## config.mk

```make
export PLATFORM = sky130hd
export DESIGN_NAME = shutter_seq
export DESIGN_NICKNAME = d
export VERILOG_FILES = /design/src/rtl/shutter_seq_pkg.sv /design/src/rtl/seq_regs.sv /design/src/rtl/seq_sync.sv /design/src/rtl/seq_source.sv /design/src/rtl/seq_timeline.sv /design/src/rtl/shutter_seq.sv
export SDC_FILE = /design/constraint.sdc
export NUM_CORES = 1
export LEC_CHECK = 0
export BUFFER_PORTS_ARGS = -buffer_cell sky130_fd_sc_hd__buf_2
export CAP_MARGIN = 20
export CORE_ASPECT_RATIO = 1.25
export CORE_MARGIN = 1.5
export CORE_UTILIZATION = 65
export CTS_BUF_LIST = sky130_fd_sc_hd__clkbuf_4
export DETAILED_ROUTE_END_ITERATION = 6
export PLACE_DENSITY = 0.95
export SYNTH_ARGS = -nofsm -noshare
export SYNTH_HDL_FRONTEND = slang
export SYNTH_HIERARCHICAL = 1
export SYNTH_SLANG_ARGS = --single-unit
```

## constraint.sdc

```tcl
create_clock -name clk -period 10.1 [get_ports clk]
set_input_delay 2.02 -clock clk [delete_from_list [all_inputs] [get_ports clk]]
set_output_delay 2.02 -clock clk [all_outputs]
set_load 0.03 [all_outputs]
```

## src/rtl/shutter_seq_pkg.sv

```systemverilog
package shutter_seq_pkg;

    localparam int unsigned ADDR_W = 3;

    // register addresses; the order is decoded by the register port
    localparam logic [ADDR_W-1:0] A_CTRL     = 3'd0;
    localparam logic [ADDR_W-1:0] A_SRC      = 3'd1;
    localparam logic [ADDR_W-1:0] A_PERIOD   = 3'd2;
    localparam logic [ADDR_W-1:0] A_T_OPEN   = 3'd3;
    localparam logic [ADDR_W-1:0] A_T_UNVETO = 3'd4;
    localparam logic [ADDR_W-1:0] A_T_CLOSE  = 3'd5;
    localparam logic [ADDR_W-1:0] A_RUN      = 3'd6;

    typedef struct packed {
        logic int_en;   // bit 1
        logic seq_en;   // bit 0
    } ctrl_t;

endpackage

```

## src/rtl/seq_regs.sv

```systemverilog
module seq_regs
    import shutter_seq_pkg::*;
#(
    parameter int unsigned DW    = 32,
    parameter int unsigned SEL_W = 3,
    parameter int unsigned DLY_W = 16
) (
    input  logic              clk,
    input  logic              rst_n,
    input  logic              wr_en,
    input  logic [ADDR_W-1:0] addr,
    input  logic [DW-1:0]     wdata,
    output logic [DW-1:0]     rdata,
    output ctrl_t             ctrl_o,
    output logic [SEL_W-1:0]  sel_o,
    output logic [DLY_W-1:0]  period_o,
    output logic [DLY_W-1:0]  t_open_o,
    output logic [DLY_W-1:0]  t_unveto_o,
    output logic [DLY_W-1:0]  t_close_o,
    output logic              run_o
);

    typedef struct packed {
        ctrl_t             ctrl;
        logic [SEL_W-1:0]  sel;
        logic [DLY_W-1:0]  period;
        logic [DLY_W-1:0]  t_open;
        logic [DLY_W-1:0]  t_unveto;
        logic [DLY_W-1:0]  t_close;
        logic              run;
    } regs_t;

    regs_t regs_d, regs_q;

    always_comb begin
        regs_d = regs_q;
        if (wr_en) begin
            case (addr)
                A_CTRL:     regs_d.ctrl     = ctrl_t'(wdata[1:0]);
                A_SRC:      regs_d.sel      = wdata[SEL_W-1:0];
                A_PERIOD:   regs_d.period   = wdata[DLY_W-1:0];
                A_T_OPEN:   regs_d.t_open   = wdata[DLY_W-1:0];
                A_T_UNVETO: regs_d.t_unveto = wdata[DLY_W-1:0];
                A_T_CLOSE:  regs_d.t_close  = wdata[DLY_W-1:0];
                A_RUN:      regs_d.run      = wdata[0];
                default:    regs_d = regs_q;
            endcase
        end
    end

    always_ff @(posedge clk or negedge rst_n) begin
        if (!rst_n) regs_q <= '0;
        else        regs_q <= regs_d;
    end

    always_comb begin
        rdata = '0;
        case (addr)
            A_CTRL:     rdata[1:0]       = regs_q.ctrl;
            A_SRC:      rdata[SEL_W-1:0] = regs_q.sel;
            A_PERIOD:   rdata[DLY_W-1:0] = regs_q.period;
            A_T_OPEN:   rdata[DLY_W-1:0] = regs_q.t_open;
            A_T_UNVETO: rdata[DLY_W-1:0] = regs_q.t_unveto;
            A_T_CLOSE:  rdata[DLY_W-1:0] = regs_q.t_close;
            A_RUN:      rdata[0]         = regs_q.run;
            default:    rdata = '0;
        endcase
    end

    assign ctrl_o     = regs_q.ctrl;
    assign sel_o      = regs_q.sel;
    assign period_o   = regs_q.period;
    assign t_open_o   = regs_q.t_open;
    assign t_unveto_o = regs_q.t_unveto;
    assign t_close_o  = regs_q.t_close;
    assign run_o      = regs_q.run;


    run_write_chk: assert property (@(posedge clk) disable iff (!rst_n)
        (wr_en && addr == A_RUN) |=> (run_o == $past(wdata[0])));

endmodule

```

## src/rtl/seq_sync.sv

```systemverilog
module seq_sync (
    input  logic clk,
    input  logic rst_n,
    input  logic stb,
    input  logic run_i,
    output logic sync_o
);

    typedef struct packed {
        logic seen;   // run flag as sampled on the last strobe
        logic pulse;
    } sync_t;

    sync_t st_d, st_q;

    always_comb begin
        st_d = st_q;
        if (stb) begin
            st_d.seen  = run_i;
            st_d.pulse = run_i && !st_q.seen;
        end
    end

    always_ff @(posedge clk or negedge rst_n) begin
        if (!rst_n) st_q <= '0;
        else        st_q <= st_d;
    end

    assign sync_o = st_q.pulse;


    sync_clear_chk: assert property (@(posedge clk) disable iff (!rst_n)
        (stb && !run_i) |=> !sync_o);


    sync_on_strobe_chk: assert property (@(posedge clk) disable iff (!rst_n)
        !stb |=> $stable(sync_o));

endmodule

```

## src/rtl/seq_source.sv

```systemverilog
module seq_source #(
    parameter int unsigned N_TRIG = 4,
    parameter int unsigned SEL_W  = 3,
    parameter int unsigned DLY_W  = 16
) (
    input  logic              clk,
    input  logic              rst_n,
    input  logic              stb,
    input  logic [N_TRIG-1:0] trig_i,
    input  logic [SEL_W-1:0]  sel_i,
    input  logic              gen_on_i,
    input  logic [DLY_W-1:0]  period_i,
    output logic              event_o
);

    typedef struct packed {
        logic [N_TRIG-1:0] prev;   // trigger levels at the last strobe
        logic [DLY_W-1:0]  gcnt;   // generator strobe counter
    } src_t;

    src_t st_d, st_q;

    logic [N_TRIG-1:0] hit;
    logic              ext_hit;
    logic              int_mode;
    logic              tick;

    for (genvar i = 0; i < N_TRIG; i++) begin : g_edge
        assign hit[i] = stb && trig_i[i] && !st_q.prev[i] && (sel_i == SEL_W'(i));
    end

    assign ext_hit  = |hit;
    assign int_mode = (sel_i >= SEL_W'(N_TRIG));
    assign tick     = stb && gen_on_i && (period_i != '0) &&
                      (st_q.gcnt >= period_i - DLY_W'(1));

    always_comb begin
        st_d = st_q;
        if (stb) st_d.prev = trig_i;
        if (!gen_on_i || period_i == '0) begin
            st_d.gcnt = '0;
        end else if (stb) begin
            st_d.gcnt = tick ? '0 : st_q.gcnt + DLY_W'(1);
        end
    end

    always_ff @(posedge clk or negedge rst_n) begin
        if (!rst_n) st_q <= '0;
        else        st_q <= st_d;
    end

    assign event_o = int_mode ? tick : ext_hit;


    gen_every_strobe_chk: assert property (@(posedge clk) disable iff (!rst_n)
        (stb && gen_on_i && int_mode && period_i == DLY_W'(1)) |-> event_o);


    held_level_chk: assert property (@(posedge clk) disable iff (!rst_n)
        (stb && !int_mode && (trig_i == $past(trig_i)) && $past(stb)) |-> !event_o);

endmodule

```

## src/rtl/seq_timeline.sv

```systemverilog
module seq_timeline #(
    parameter int unsigned DLY_W = 16
) (
    input  logic             clk,
    input  logic             rst_n,
    input  logic             stb,
    input  logic             en_i,
    input  logic             event_i,
    input  logic [DLY_W-1:0] t_open_i,
    input  logic [DLY_W-1:0] t_unveto_i,
    input  logic [DLY_W-1:0] t_close_i,
    output logic             shutter_o,
    output logic             veto_o
);

    localparam int unsigned CW = DLY_W + 1;

    typedef struct packed {
        logic          busy;
        logic [CW-1:0] cnt;
        logic          shutter;
        logic          veto;
    } tl_t;

    localparam tl_t IDLE = '{busy: 1'b0, cnt: '0, shutter: 1'b0, veto: 1'b1};

    tl_t st_d, st_q;

    logic [DLY_W-1:0] t_hi;
    logic [CW-1:0]    end_cnt;
    logic [CW-1:0]    step;
    logic             active;

    assign t_hi    = (t_open_i > t_unveto_i) ? t_open_i : t_unveto_i;
    assign end_cnt = (t_close_i >= t_hi) ? {1'b0, t_close_i}
                                         : {1'b0, t_hi} + CW'(1);

    always_comb begin
        st_d   = st_q;
        active = 1'b0;
        step   = '0;
        if (st_q.busy) begin
            active = 1'b1;
            step   = st_q.cnt + CW'(1);
        end else if (event_i) begin
            active = 1'b1;
        end
        if (stb) begin
            if (!en_i) begin
                st_d = IDLE;
            end else if (active) begin
                st_d.busy = 1'b1;
                st_d.cnt  = step;
                if (step == {1'b0, t_open_i})   st_d.shutter = 1'b1;
                if (step == {1'b0, t_unveto_i}) st_d.veto    = 1'b0;
                if (step == {1'b0, t_close_i}) begin
                    st_d.shutter = 1'b0;
                    st_d.veto    = 1'b1;
                end
                if (step == end_cnt) st_d = IDLE;
            end
        end
    end

    always_ff @(posedge clk or negedge rst_n) begin
        if (!rst_n) st_q <= IDLE;
        else        st_q <= st_d;
    end

    assign shutter_o = st_q.shutter;
    assign veto_o    = st_q.veto;


    hold_between_strobes_chk: assert property (@(posedge clk) disable iff (!rst_n)
        !stb |=> ($stable(shutter_o) && $stable(veto_o)));


    gate_forces_idle_chk: assert property (@(posedge clk) disable iff (!rst_n)
        (stb && !en_i) |=> (!shutter_o && veto_o));


    open_inside_run_chk: assert property (@(posedge clk) disable iff (!rst_n)
        $rose(shutter_o) |-> st_q.busy);


    no_restart_chk: assert property (@(posedge clk) disable iff (!rst_n)
        (st_q.busy && stb && en_i && event_i) |=> (!st_q.busy || st_q.cnt != '0));

endmodule

```

## src/rtl/shutter_seq.sv

```systemverilog
module shutter_seq
    import shutter_seq_pkg::*;
#(
    parameter int unsigned N_TRIG = 4,
    parameter int unsigned DW     = 32,
    parameter int unsigned DLY_W  = 16
) (
    input  logic              clk,
    input  logic              rst_n,
    input  logic              stb,
    input  logic [N_TRIG-1:0] trig_in,
    input  logic              reg_wr,
    input  logic [2:0]        reg_addr,
    input  logic [DW-1:0]     reg_wdata,
    output logic [DW-1:0]     reg_rdata,
    output logic              shutter_o,
    output logic              veto_o,
    output logic              run_active_o,
    output logic              sync_o
);

    localparam int unsigned SEL_W = $clog2(N_TRIG + 1);

    ctrl_t            ctrl;
    logic [SEL_W-1:0] sel;
    logic [DLY_W-1:0] period, t_open, t_unveto, t_close;
    logic             run;
    logic             seq_en;
    logic             gen_on;
    logic             launch;

    seq_regs #(.DW(DW), .SEL_W(SEL_W), .DLY_W(DLY_W)) u_regs (
        .clk        (clk),
        .rst_n      (rst_n),
        .wr_en      (reg_wr),
        .addr       (reg_addr),
        .wdata      (reg_wdata),
        .rdata      (reg_rdata),
        .ctrl_o     (ctrl),
        .sel_o      (sel),
        .period_o   (period),
        .t_open_o   (t_open),
        .t_unveto_o (t_unveto),
        .t_close_o  (t_close),
        .run_o      (run)
    );

    assign seq_en = ctrl.seq_en && run;
    assign gen_on = seq_en && ctrl.int_en;

    seq_source #(.N_TRIG(N_TRIG), .SEL_W(SEL_W), .DLY_W(DLY_W)) u_src (
        .clk      (clk),
        .rst_n    (rst_n),
        .stb      (stb),
        .trig_i   (trig_in),
        .sel_i    (sel),
        .gen_on_i (gen_on),
        .period_i (period),
        .event_o  (launch)
    );

    seq_timeline #(.DLY_W(DLY_W)) u_tl (
        .clk        (clk),
        .rst_n      (rst_n),
        .stb        (stb),
        .en_i       (seq_en),
        .event_i    (launch),
        .t_open_i   (t_open),
        .t_unveto_i (t_unveto),
        .t_close_i  (t_close),
        .shutter_o  (shutter_o),
        .veto_o     (veto_o)
    );

    seq_sync u_sync (
        .clk    (clk),
        .rst_n  (rst_n),
        .stb    (stb),
        .run_i  (run),
        .sync_o (sync_o)
    );

    assign run_active_o = run;


    veto_idle_chk: assert property (@(posedge clk) disable iff (!rst_n)
        (!run_active_o && $past(!run_active_o) && $past(stb)) |-> (veto_o && !shutter_o));

endmodule

```

==> metrics.txt, run 1 <==
largest net degree at the start of global routing 69; Root Driver clkbuf_4; Seq cells post-synth 112; post-route ant nets 0; post-detail-place hpwl around 20000 um; hold_sp u_src/st_q[17]$_DFFE_PN0P_; clk buf depth 2; Crit. End Element flop; Worst EP arrival 6910 ps; worst path cell trace or3_1, nor3_1, nand2b_1, nor4_1, xnor2_1, ha_1, nand4_1, nor3_1, a21oi_1, and3_1, o22ai_1, and2_1, nand2b_1, o21a_1, nand2_1, nor4_1, a41oi_1, a21oi_1; Post-CTS Setup Bufs 0; hold path endpoint u_src/st_q[17]$_DFFE_PN0P_; critical path class reg -> reg; row count 49; proportion of synthesized chip area in sequential cells 0.294; CORE AREA 14300 um2; Max stage delay cell, worst path nor4_1; # port buffers 46; CTS buffer count 9; MaxCap Viol Count 0; I/O pins slightly below 80; Worst setup SP type flop; Syn Area/Cell just over 9 um2; number of synthesized flops with an enable pin 0; Lkg Pwr 4.20 nW; FF-to-FF End u_tl/shutter_o$_DFFE_PN0P_; Worst EP required 10530 ps; Hold Crit Depth 1; post_cts resized 0; starting DRC count in detailed routing around 1000; die area 15400 um2; Die Y 138 um; H-tree depth 3; CTS tree built; vias in the first global route between 8000 and 9000; fmax 154 MHz; final instance area 9830 um2; Syn. warnings 6; Layout Skew 16.8 ps; worst rel slew slack 0.292; slew at the pin closest to its max-slew limit 1060 ps; type of the tightest min-delay check reg -> reg; first-pass GRT wire length 43600 um; initial antenna violation count 1; Vias/cell approximately 7.0; Critical R2R Launch u_regs/period_o[2]$_DFFE_PN0P_; FF-to-FF path depth 18; # hold bufs at CTS 0; status finished, violations left; Crit path largest cell delay a little under 800 ps; CTS Sinks 112; Tcrit/Tclk final 0.641; async set-reset flop share out of synthesis 1.00; cell count after synthesis 1034; final max-slew violation count 0; final hold violations 0; CP Max Fanout 18; DRC viols 1; failing checks DRC; Placed Area around 9700 um2; placed cell count about 1200; Pwr Density 178 nW/um2; Initial Util 0.664; share of layout cells above drive strength 1 0.174; final core occ 0.685; drt pass-1 iters 7; grt total ovfl 0; # setup viols final 0; Skew-Pair Late Insertion Delay 510 ps; hold slack approximately 530 ps; clk slew on worst S/H paths around 190 ps; drt total wl 27000 um; Max VDD drop 0.119 mV; fin crit period 6480 ps; Top FF cell, synth dfrtp_1; post-route setup TNS 0 ps; reg2reg setup slack 3620 ps; non-filler cells, final 1228; Routed WL per cell 22.0 um; GPL Wtd Cong 1.01; total track usage 0.354; count of different cell masters after synthesis 86; Final #Nets 1140; cell area after synthesis 9520 um2; DR vias 8537; die extent in x ~110 um; Area growth syn-to-layout 3.19%; RSZ-0062 raised after global routing no
## synth_stat cells (20+ instances only)
cell / instances / area share
buf_4: 22 / 0.017
nand3_1: 43 / 0.023
xor2_1: 27 / 0.025
mux2_4: 21 / 0.033
nor3_1: 25 / 0.013
nand2_1: 67 / 0.026
clkbuf_1: 30 / 0.012
a21oi_1: 42 / 0.022
mux2i_1: 48 / 0.050
xnor2_1: 59 / 0.054
and2_1: 20 / 0.013
ha_1: 53 / 0.070
nor2_1: 59 / 0.023
o21ai_0: 35 / 0.018
nand4_1: 23 / 0.015
inv_1: 42 / 0.017
dfrtp_1: 111 / 0.29
mux2_2: 60 / 0.071
## flip-flops by register name, indices dropped and copies added, names as in the netlist
name	count
u_regs/t_open_o	16
u_regs/sel_o	3
u_sync/sync_o	1
u_regs/t_close_o	16
u_regs/period_o	16
u_tl/st_q	18
u_regs/ctrl_o	2
u_regs/run_o	1
u_src/st_q	20
u_tl/veto_o	1
u_tl/shutter_o	1
u_regs/t_unveto_o	16
u_sync/st_q	1
## metal layers
layer / wire length, um / up-vias / track usage
li1: - / 3764 / -
met1: 9940 / 4036 / 0.434
met2: 13000 / 575 / 0.585
met3: 2190 / 162 / 0.0438
met4: 1880 / 0 / 0.236
met5: 0 / - / 0
## worst max-delay path by stage
stage | from | to | slack (ps)
detailed placement | u_regs/t_unveto_o[14]$_DFFE_PN0P_ | u_tl/st_q[17]$_DFFE_PN0P_ | 3890
global placement | u_regs/t_unveto_o[8]$_DFFE_PN0P_ | u_tl/st_q[17]$_DFFE_PN0P_ | 4010
global route | u_regs/t_unveto_o[8]$_DFFE_PN0P_ | u_tl/st_q[12]$_DFFE_PN0P_ | 3430
CTS | u_regs/t_unveto_o[14]$_DFFE_PN0P_ | u_tl/st_q[17]$_DFFE_PN0P_ | 3880
finish | u_regs/period_o[2]$_DFFE_PN0P_ | u_tl/shutter_o$_DFFE_PN0P_ | 3620
floorplan | reg_addr[1] | reg_rdata[7] | 4540
## kinds of logic after synthesis
family	share of synthesized area
buf+inv	0.0595
other cells	0.000394
fa+ha+maj	0.0696
mux	0.159
flops	0.294
simple gates	0.187
compound gates	0.150
xor+xnor	0.0791
## through the flow
stage | setup WS, ps | power, W
floorplan | 4540 | 0.00126
CTS | 3880 | 0.00171
global route | 3430 | 0.00184
global placement | 4010 | 0.00144
detailed placement | 3890 | 0.00149
finish | 3620 | 0.00175
## report_power, final
part,total (W),internal (W),switching (W),leakage [nW]
clock network,0.000227,0.0000559,0.000171,0.0728
registers,0.000666,0.000513,0.000152,1.41
logic,0.000856,0.000367,0.000489,2.71
total,0.00175,0.000937,0.000812,4.20
## critical path: cells and delay by family (launching register included)
family / cells / cell delay (ps)
simple gates: 11 / 4030
compound gates: 5 / 1420
flops: 1 / 490
fa+ha+maj: 1 / 320
xor+xnor: 1 / 150
## layout by cell type (no fill, tap or decap), types with 20 or more instances in the layout
master	Yosys	layout
nor2_1	59	59
dfrtp_1	111	111
nand4_1	23	23
buf_2	8	45
ha_1	53	53
mux2_2	60	60
xor2_1	27	27
inv_1	42	42
o21ai_0	35	35
nand3_1	43	43
mux2i_1	48	48
nor3_1	25	25
xnor2_1	59	59
nand2_1	67	67
mux2_4	21	21
a21oi_1	42	42
and2_1	20	20
## final cells by class
cell class	count	area, um2
sequential	112	2800
inverter	43	161
tap	178	223
multi-input combinational	825	6220
clock inverter	7	66.3
fill	1037	4520
clock buffer	9	67.6
antenna	1	2.50
timing repair buffer	53	285
No activity file was read; power rests on OpenSTA's default activity.
==> run 2: changes to the inputs <==
- CORE_UTILIZATION: 65 -> 63
- PLACE_DENSITY: 0.95 -> 0.93
- clock period: 10.1 -> 6.45 ns (I/O delays scaled with it)
==> metrics.txt, run 2 (synthesis gave the netlist of run 1 again) <==
biggest regs u_src/st_q x20, u_tl/st_q x18 (unchanged); Area growth syn-to-layout 4.80% (was 3.19%); non-filler cells, final 1246 (was 1228); Skew-Pair Late Insertion Delay 530 ps (was 510 ps); status complete, no violations (was finished, violations left); Final #Nets 1155 (was 1140); final max-slew violation count 0 (unchanged); Post-CTS Setup Bufs 0 (unchanged); first-pass GRT wire length 43400 um (was 43600 um); post_cts resized 0 (unchanged); row count 50 (was 49); post-detail-place hpwl 20700 um (was 19700 um); # hold bufs at CTS 0 (unchanged); type of the tightest min-delay check reg -> reg (unchanged); Lkg Pwr 4.29 nW (was 4.20 nW); Biggest register u_src/st_q (unchanged); Max VDD drop 0.187 mV (was 0.119 mV); CP Max Fanout 14 (was 18); fmax 165 MHz (was 154 MHz); RSZ-0062 raised after global routing no (unchanged); drt pass-1 iters 5 (was 7); worst path cell trace inv_1, ha_1, nand4_1, nor4_1, and4_1, a31o_1, mux2_2, ha_1, nor2b_1, o21ai_0, a21oi_1, o211ai_1, a21oi_1, o311ai_0, nor4_1, o21ai_0, a2111oi_4, nand3b_4, o22ai_1 (was or3_1, nor3_1, nand2b_1, nor4_1, xnor2_1, ha_1, nand4_1, nor3_1, a21oi_1, and3_1, o22ai_1, and2_1, nand2b_1, o21a_1, nand2_1, nor4_1, a41oi_1, a21oi_1); hold_sp u_src/st_q[17]$_DFFE_PN0P_ (unchanged); Crit. End Element flop (unchanged); DR vias 8491 (was 8537); MaxCap Viol Count 0 (unchanged); Max stage delay cell, worst path dfrtp_1 (was nor4_1); critical path class reg -> reg (unchanged); CP startpoint u_regs/t_unveto_o[8]$_DFFE_PN0P_ (was u_regs/period_o[2]$_DFFE_PN0P_); Routed WL per cell 21.9 um (was 22.0 um); GPL Wtd Cong 1.02 (was 1.01); starting DRC count in detailed routing 768 (was 1035); Tcrit/Tclk final 0.939 (was 0.641); Critical R2R Launch u_regs/t_unveto_o[8]$_DFFE_PN0P_ (was u_regs/period_o[2]$_DFFE_PN0P_); post-route ant nets 0 (unchanged); worst rel slew slack 0.298 (was 0.292); final hold violations 0 (unchanged); die area 15900 um2 (was 15400 um2); Layout Skew 12.9 ps (was 16.8 ps); CORE AREA 14900 um2 (was 14300 um2); vias in the first global route 8447 (was 8348); commonest non-fill, non-tap cell in the layout dfrtp_1 (unchanged); Initial Util 0.640 (was 0.664); clk slew on worst S/H paths 210 ps (was 190 ps); CTS buffer count 9 (unchanged); commonest non-fill, non-tap cells in the layout 111 x dfrtp_1, 67 x nand2_1, 60 x mux2_2 (unchanged); H-tree depth 3 (unchanged); I/O pins 79 (unchanged); Worst EP required 6850 ps (was 10530 ps); CTS Sinks 112 (unchanged); # setup viols final 0 (unchanged); slew at the pin closest to its max-slew limit 1050 ps (was 1060 ps); max reg flops 20 (unchanged); CTS tree built (unchanged); placed cell count 1230 (was 1211); FF-to-FF path depth 19 (was 18); clk buf depth 2 (unchanged); Pwr Density 281 nW/um2 (was 178 nW/um2); total track usage 0.347 (was 0.354); FF-to-FF End u_tl/st_q[17]$_DFFE_PN0P_ (was u_tl/shutter_o$_DFFE_PN0P_); initial antenna violation count 0 (was 1); die extent in x 113 um (was 111 um); Setup crit end u_tl/st_q[17]$_DFFE_PN0P_ (was u_tl/shutter_o$_DFFE_PN0P_); reg2reg setup slack 400 ps (was 3620 ps); largest net degree at the start of global routing 58 (was 69); share of layout cells above drive strength 1 0.187 (was 0.174); grt total ovfl 0 (unchanged); Die Y 140 um (was 138 um); # port buffers 46 (unchanged); antenna diode count 0 (was 1); Root Driver clkbuf_4 (unchanged); Vias/cell 6.81 (was 6.95); post-route setup TNS 0 ps (unchanged); Worst setup SP type flop (unchanged); fin crit period 6050 ps (was 6480 ps); Crit path largest cell delay 590 ps (was 770 ps); drt total wl 27300 um (was 27000 um); Worst EP arrival 6450 ps (was 6910 ps); DRC viols 0 (was 1)
[run 2: cell count changes in the layout (fill, tap and decap cells not counted), sizes merged]
cell and change:
buf +15, clkinv -3, diode -1, inv +3
[run 2: area by class of cell]
class / instances / area [um2]
inverter: 43 / 161
timing repair buffer: 68 / 410
tap: 182 / 228
clock buffer: 9 / 67.6
sequential: 112 / 2800
fill: 1096 / 4910
multi-input combinational: 825 / 6220
clock inverter: 7 / 91.3
[run 2: where the power goes]
group          total [W]  switching, W  internal (W)  leakage, nW
combinational    0.00140      0.000799      0.000605         2.79
sequential       0.00100      0.000200      0.000804         1.41
clock           0.000399      0.000298      0.000101       0.0852
[run 2: worst min path at each step]
stage,end,slack [ps],cells past startpoint
after detailed placement,u_sync/st_q[1]$_DFFE_PN0P_,500,1
final,u_src/st_q[17]$_DFFE_PN0P_,540,1
after global routing,u_src/st_q[16]$_DFFE_PN0P_,560,1
after CTS,u_src/st_q[19]$_DFFE_PN0P_,540,1
after global placement,u_src/st_q[17]$_DFFE_PN0P_,480,1
after floorplan,u_src/st_q[17]$_DFFE_PN0P_,470,1
[run 2: per-stage QoR]
stage | setup WS [ps] | utilization | cell area [um2] | hold slack, ps | total power, W
floorplan | 900 | - | 9580 | 472 | 0.00197
global placement | 727 | 0.660 | 9820 | 481 | 0.00231
detailed placement | 577 | 0.660 | 9820 | 495 | 0.00237
CTS | 537 | 0.670 | 9980 | 545 | 0.00276
global route | 33.5 | 0.670 | 9980 | 558 | 0.00294
finish | 395 | 0.670 | 9980 | 539 | 0.00281
[run 2: metal layers]
layer,global-route usage,vias to the layer above,wire length (um),part of all wire
met5,0,-,0,0
met4,0.236,0,1950,0.072
met3,0.0489,133,1700,0.062
met2,0.591,457,13400,0.49
met1,0.403,4106,10300,0.38
li1,-,3795,-,-
[run 2: critical path: cells and delay by family (launching register included)]
kind | cells | cell delay, ps
adder cells (fa/ha/maj) | 2 | 590
buffers and inverters | 1 | 170
flip-flops | 1 | 590
AO/OA/AOI/OAI | 9 | 2260
multiplexers | 1 | 430
AND/OR/NAND/NOR | 6 | 1890
